**config.mk**
```make
export PLATFORM = sky130hd
export DESIGN_NAME = fmpu_top
export DESIGN_NICKNAME = d
export VERILOG_FILES = /design/src/rtl/fmpu_pkg.sv /design/src/rtl/fmpu_rst_sync.sv /design/src/rtl/fmpu_cfg_regs.sv /design/src/rtl/fmpu_region_match.sv /design/src/rtl/fmpu_resolve.sv /design/src/rtl/fmpu_top.sv
export SDC_FILE = /design/constraint.sdc
export NUM_CORES = 1
export LEC_CHECK = 0
export BUFFER_PORTS_ARGS = -buffer_cell sky130_fd_sc_hd__buf_4
export CAP_MARGIN = 5
export CORE_ASPECT_RATIO = 0.6
export CORE_MARGIN = 2
export CORE_UTILIZATION = 54
export DETAILED_ROUTE_END_ITERATION = 7
export PLACE_DENSITY = 0.86
export SYNTH_ARGS = -nofsm -noshare
export SYNTH_HDL_FRONTEND = slang
export SYNTH_HIERARCHICAL = 1
export SYNTH_SLANG_ARGS = --single-unit
```
**constraint.sdc**
```tcl
create_clock -name clk -period 12.1 [get_ports clk]
set_clock_uncertainty 0.05 [all_clocks]
set_input_delay 2.42 -clock clk [delete_from_list [all_inputs] [get_ports clk]]
set_output_delay 2.42 -clock clk [all_outputs]
set_load 0.02 [all_outputs]
```
**src/rtl/fmpu_pkg.sv**
```systemverilog
package fmpu_pkg;

  typedef struct packed {
    logic compressed;
    logic guard;
    logic supv_only;
  } attr_t;

  localparam int unsigned SZ_W      = 5;
  localparam int unsigned MIN_LOG2  = 11;

  // Number of low address bits a window ignores for a given size code.
  function automatic int size_log2(input logic [SZ_W-1:0] code, input int aw);
    int lg;
    if (code == '0) lg = MIN_LOG2;
    else            lg = 12 + int'(code);
    if (lg > aw) lg = aw;
    return lg;
  endfunction

endpackage

```
**src/rtl/fmpu_rst_sync.sv**
```systemverilog
module fmpu_rst_sync (
  input  logic clk,
  input  logic rst_n,
  output logic rst_n_sync
);
  logic stage1_q;
  logic stage2_q;

  always_ff @(posedge clk or negedge rst_n) begin
    if (!rst_n) begin
      stage1_q <= 1'b0;
      stage2_q <= 1'b0;
    end else begin
      stage1_q <= 1'b1;
      stage2_q <= stage1_q;
    end
  end

  assign rst_n_sync = stage2_q;
endmodule

```
**src/rtl/fmpu_cfg_regs.sv**
```systemverilog
module fmpu_cfg_regs
  import fmpu_pkg::*;
#(
  parameter int ADDR_W      = 32,
  parameter int NUM_REGIONS = 4,
  localparam int BASE_W     = ADDR_W - MIN_LOG2,
  localparam int RA_W       = $clog2(NUM_REGIONS + 1)
) (
  input  logic                clk,
  input  logic                rst_n,
  input  logic                cfg_we,
  input  logic [RA_W-1:0]     cfg_addr,
  input  logic [ADDR_W-1:0]   cfg_wdata,
  output logic [ADDR_W-1:0]   cfg_rdata,
  output logic [BASE_W-1:0]   base_o [NUM_REGIONS],
  output logic [SZ_W-1:0]     size_o [NUM_REGIONS],
  output logic                en_o   [NUM_REGIONS],
  output attr_t               attr_o [NUM_REGIONS],
  output attr_t               dflt_o
);
  logic [BASE_W-1:0] base_q [NUM_REGIONS];
  logic [BASE_W-1:0] base_d [NUM_REGIONS];
  logic [SZ_W-1:0]   size_q [NUM_REGIONS];
  logic [SZ_W-1:0]   size_d [NUM_REGIONS];
  logic              en_q   [NUM_REGIONS];
  logic              en_d   [NUM_REGIONS];
  attr_t             attr_q [NUM_REGIONS];
  attr_t             attr_d [NUM_REGIONS];
  attr_t             dflt_q;
  attr_t             dflt_d;

  // next-state
  always_comb begin
    for (int r = 0; r < NUM_REGIONS; r++) begin
      base_d[r] = base_q[r];
      size_d[r] = size_q[r];
      en_d[r]   = en_q[r];
      attr_d[r] = attr_q[r];
      if (cfg_we && (cfg_addr == RA_W'(r))) begin
        base_d[r] = cfg_wdata[ADDR_W-1:MIN_LOG2];
        size_d[r] = cfg_wdata[8:4];
        en_d[r]   = cfg_wdata[3];
        attr_d[r] = cfg_wdata[2:0];
      end
    end
    dflt_d = dflt_q;
    if (cfg_we && (cfg_addr == RA_W'(NUM_REGIONS))) dflt_d = cfg_wdata[2:0];
  end

  // registers
  always_ff @(posedge clk or negedge rst_n) begin
    if (!rst_n) begin
      for (int r = 0; r < NUM_REGIONS; r++) begin
        base_q[r] <= '0;
        size_q[r] <= '0;
        en_q[r]   <= 1'b0;
        attr_q[r] <= '0;
      end
      dflt_q <= '0;
    end else begin
      for (int r = 0; r < NUM_REGIONS; r++) begin
        base_q[r] <= base_d[r];
        size_q[r] <= size_d[r];
        en_q[r]   <= en_d[r];
        attr_q[r] <= attr_d[r];
      end
      dflt_q <= dflt_d;
    end
  end

  // read mux
  always_comb begin
    cfg_rdata = '0;
    for (int r = 0; r < NUM_REGIONS; r++) begin
      if (cfg_addr == RA_W'(r)) begin
        cfg_rdata[ADDR_W-1:MIN_LOG2] = base_q[r];
        cfg_rdata[8:4]               = size_q[r];
        cfg_rdata[3]                 = en_q[r];
        cfg_rdata[2:0]               = attr_q[r];
      end
    end
    if (cfg_addr == RA_W'(NUM_REGIONS)) cfg_rdata[2:0] = dflt_q;
  end

  assign base_o = base_q;
  assign size_o = size_q;
  assign en_o   = en_q;
  assign attr_o = attr_q;
  assign dflt_o = dflt_q;
endmodule

```
**src/rtl/fmpu_region_match.sv**
```systemverilog
module fmpu_region_match
  import fmpu_pkg::*;
#(
  parameter int ADDR_W  = 32,
  localparam int BASE_W = ADDR_W - MIN_LOG2
) (
  input  logic [ADDR_W-1:0] fetch_addr,
  input  logic [BASE_W-1:0] base,
  input  logic [SZ_W-1:0]   size_code,
  input  logic              enable,
  output logic              hit
);
  logic [BASE_W-1:0] keep;
  int                lg;

  always_comb begin
    lg = size_log2(size_code, ADDR_W);
    for (int i = 0; i < BASE_W; i++) begin
      keep[i] = ((i + int'(MIN_LOG2)) >= lg);
    end
    hit = enable &&
          (((fetch_addr[ADDR_W-1:MIN_LOG2] ^ base) & keep) == '0);
  end
endmodule

```
**src/rtl/fmpu_resolve.sv**
```systemverilog
module fmpu_resolve
  import fmpu_pkg::*;
#(
  parameter int NUM_REGIONS = 4
) (
  input  logic [NUM_REGIONS-1:0] hits,
  input  attr_t                  attr [NUM_REGIONS],
  input  attr_t                  dflt,
  output attr_t                  sel
);
  // Scan from the top so the lowest-numbered hit is written last.
  always_comb begin
    sel = dflt;
    for (int r = NUM_REGIONS - 1; r >= 0; r--) begin
      if (hits[r]) sel = attr[r];
    end
  end
endmodule

```
**src/rtl/fmpu_top.sv**
```systemverilog
module fmpu_top
  import fmpu_pkg::*;
#(
  parameter int ADDR_W      = 32,
  parameter int NUM_REGIONS = 4,
  localparam int BASE_W     = ADDR_W - MIN_LOG2,
  localparam int RA_W       = $clog2(NUM_REGIONS + 1)
) (
  input  logic              clk,
  input  logic              rst_n,
  input  logic              cfg_we,
  input  logic [RA_W-1:0]   cfg_addr,
  input  logic [ADDR_W-1:0] cfg_wdata,
  output logic [ADDR_W-1:0] cfg_rdata,
  input  logic              prot_en,
  input  logic              fetch_valid,
  input  logic [ADDR_W-1:0] fetch_addr,
  input  logic              fetch_user,
  input  logic              fetch_spec,
  output logic              prot_fault,
  output logic              guard_fault,
  output logic              code_compressed
);
  logic              rst_n_int;
  logic [BASE_W-1:0] base [NUM_REGIONS];
  logic [SZ_W-1:0]   size [NUM_REGIONS];
  logic              en   [NUM_REGIONS];
  attr_t             attr [NUM_REGIONS];
  attr_t             dflt;
  attr_t             sel;
  logic [NUM_REGIONS-1:0] hits;

  logic pf_d, pf_q, gf_d, gf_q, cc_d, cc_q;

  fmpu_rst_sync u_rst (
    .clk        (clk),
    .rst_n      (rst_n),
    .rst_n_sync (rst_n_int)
  );

  fmpu_cfg_regs #(.ADDR_W(ADDR_W), .NUM_REGIONS(NUM_REGIONS)) u_cfg (
    .clk       (clk),
    .rst_n     (rst_n_int),
    .cfg_we    (cfg_we),
    .cfg_addr  (cfg_addr),
    .cfg_wdata (cfg_wdata),
    .cfg_rdata (cfg_rdata),
    .base_o    (base),
    .size_o    (size),
    .en_o      (en),
    .attr_o    (attr),
    .dflt_o    (dflt)
  );

  for (genvar r = 0; r < NUM_REGIONS; r++) begin : g_win
    fmpu_region_match #(.ADDR_W(ADDR_W)) u_match (
      .fetch_addr (fetch_addr),
      .base       (base[r]),
      .size_code  (size[r]),
      .enable     (en[r]),
      .hit        (hits[r])
    );
  end

  fmpu_resolve #(.NUM_REGIONS(NUM_REGIONS)) u_res (
    .hits (hits),
    .attr (attr),
    .dflt (dflt),
    .sel  (sel)
  );

  // next-state
  always_comb begin
    pf_d = fetch_valid && prot_en &&
           ((fetch_user && sel.supv_only) || (fetch_spec && sel.guard));
    gf_d = fetch_valid && prot_en && fetch_spec && sel.guard;
    cc_d = cc_q;
    if (fetch_valid) cc_d = prot_en ? sel.compressed : dflt.compressed;
  end

  // registers
  always_ff @(posedge clk or negedge rst_n_int) begin
    if (!rst_n_int) begin
      pf_q <= 1'b0;
      gf_q <= 1'b0;
      cc_q <= 1'b0;
    end else begin
      pf_q <= pf_d;
      gf_q <= gf_d;
      cc_q <= cc_d;
    end
  end

  assign prot_fault      = pf_q;
  assign guard_fault     = gf_q;
  assign code_compressed = cc_q;
endmodule

```
==> results.tsv <==
metric	value	unit
status	complete, no violations	
holdWs	305	ps
final_common_cell	dfrtp_1	
cts_setup_buffers	0	
die-height	100	um
synth_top_cell_area_share	0.384	
port_buffers	93	
grt_overflow_total	0	
drt_first_pass_iters	5	
clk_path_buf_depth	2	
wl_per_cell	23.8	um
initial_utilization	0.547	
ios	109	
worstHoldPathType	reg -> reg	
setup_slack	5640	ps
critical_path_class	in -> out	
antenna_cells	0	
grt_pass1_vias	6549	
finalSetupViolCount	0	
crit_arrival	3990	ps
design_area	9730	um^2
worst_slew_pin_slew	1110	ps
slew_violations	0	
antenna_found_initial	0	
area_growth	16.7	%
drive_gt1_frac	0.312	
track_usage	0.310	
layout_common_cells	127 x dfrtp_1, 98 x buf_4, 88 x mux2_2	
rsz0062_at_grt	no	
post-route-min-period	6460	ps
grt_max_degree	73	
post-place-ws	5620	ps
startpoint_type	primary input	
postCtsHoldBufs	0	
syn_area	8340	um^2
final.period_utilization	0.534	
ys_warn_count	6	
ir_drop	0.0000955	V
cts_made_buffers	17	
synth_seq_cells	128	
ys.flop_type	dfrtp_1	
synth_edf_count	0	
ys_types	48	
drv_cap	0	
rows	35	
dieArea	16500	um^2
dp_hpwl	17.4	mm
synth_area_leaders	dfrtp_1 38%, mux2_2 12%, mux4_2 7.3%	
cp-end-kind	output port	
cts-root-buf	clkbuf_16	
first_iter_violations	760	
htreeDepth	4	
final_hold_viol_count	0	
avgSynthCellArea	11.2	um^2
max_freq	0.155	GHz
vias	6642	
async_flop_share	1.00	
via_per_inst	6.41	
slew_headroom	0.255	
synth_area_leader_cell	dfrtp_1	
p_leak	4.04	nW
path_max_fanout	41	
syn_inst	745	
cp.required	9630	ps
grt_pass1_wl	37.9	mm
route.detailed.drc	0	
cts_num_sinks	128	
place_area	9100	um^2
cts_tree	built	
clk_latency	420	ps
cts_resized	0	
core	15200	um^2
wl	24.7	mm
die_x	164	um
cts.clk_slew.worst_paths	60	ps
gp_congestion	0.994	
yosysSeqAreaShare	0.384	
nets	902	
power_density	188	nW/um^2
detail-route-antenna-nets	0	
finalSetupTns	0	ps
## stage by stage
stage / total power, mW / std cells / util
final: 1.83 / 1036 / 0.639
after global routing: 1.91 / 1036 / 0.639
after CTS: 1.81 / 1036 / 0.639
after detailed placement: 1.25 / 1004 / 0.597
after global placement: 1.24 / 1004 / 0.597
after floorplan: 1.05 / 746 / -
## report_power, final
group	internal (mW)	leakage (nW)	switching, mW
logic	0.294	2.20	0.327
clock network	0.348	0.305	0.209
registers	0.521	1.54	0.130
## logic make-up (layout without fill, tap and decap cells)
| logic type | after synthesis | in the layout | synth area share |
|---|---|---|---|
| and+or+nand+nor | 163 | 163 | 0.107 |
| xor gates and xnor gates | 88 | 88 | 0.0924 |
| DFF | 128 | 128 | 0.384 |
| muxes | 154 | 154 | 0.244 |
| other | 2 | 3 | 0.000900 |
| AOI/OAI and AO/OA | 139 | 139 | 0.118 |
| buffers and inverters | 59 | 146 | 0.0380 |
| adders and majority gates | 12 | 12 | 0.0168 |
## layer usage
layer  vias up  GRT usage  part of all wire
met5         -          0                 0
met4         0     0.0722             0.015
met3        34      0.102              0.13
met2       397      0.439              0.42
met1      3323      0.460              0.44
li1       2888          -                 -
## final cells by class
class                      instances  area [um^2]
clock buffer                      17          425
timing repair buffer              98          736
tap                              203          254
fill                            1213         5510
multi-input combinational        559         4840
clock inverter                    15          206
sequential                       128         3210
inverter                          16         60.1
## cell usage after synthesis (all sizes together) (6+ instances only)
master   number
a2111oi       6
a21o          6
a21oi        28
a31oi         8
a32o          8
buf          34
clkbuf        9
dfrtp       128
ha            8
inv          16
mux2        123
mux4         27
nand2        37
nand2b       12
nand4         8
nor2         32
nor2b        39
nor3         17
o21a          7
o21ai        27
o31ai        15
xnor2        40
xor2         48
## critical path, stage by stage
cell and delay, ps:
buf_4 580, mux4_2 640, nor2b_1 150, buf_4 170
## registers in the layout (all words and copies together) (netlist names)
signal and cells:
u_cfg/base_o 84, u_rst/stage1_q 1, code_compressed 1, u_cfg/size_o 20
u_rst/rst_n_sync 1, guard_fault 1, u_cfg/attr_o 12, u_cfg/en_o 4
u_cfg/dflt_o 3, prot_fault 1
## path summary, 6_finish.rpt
check                                      start          endpoint  slack [ps]  cells after the start
worst max register to register  u_cfg/size_o[12]   code_compressed        7730                     12
worst min-delay path              u_rst/stage1_q  u_rst/rst_n_sync         300                      0
worst max-delay path                 cfg_addr[0]      cfg_rdata[8]        5640                      4
worst min register to register    u_rst/stage1_q  u_rst/rst_n_sync         300                      0
max in group asynchronous                  rst_n  u_rst/rst_n_sync       10180                      1
min in group asynchronous       u_rst/rst_n_sync  u_cfg/base_o[55]         400                      0
Note: power is estimated with default switching activity, not from simulation.
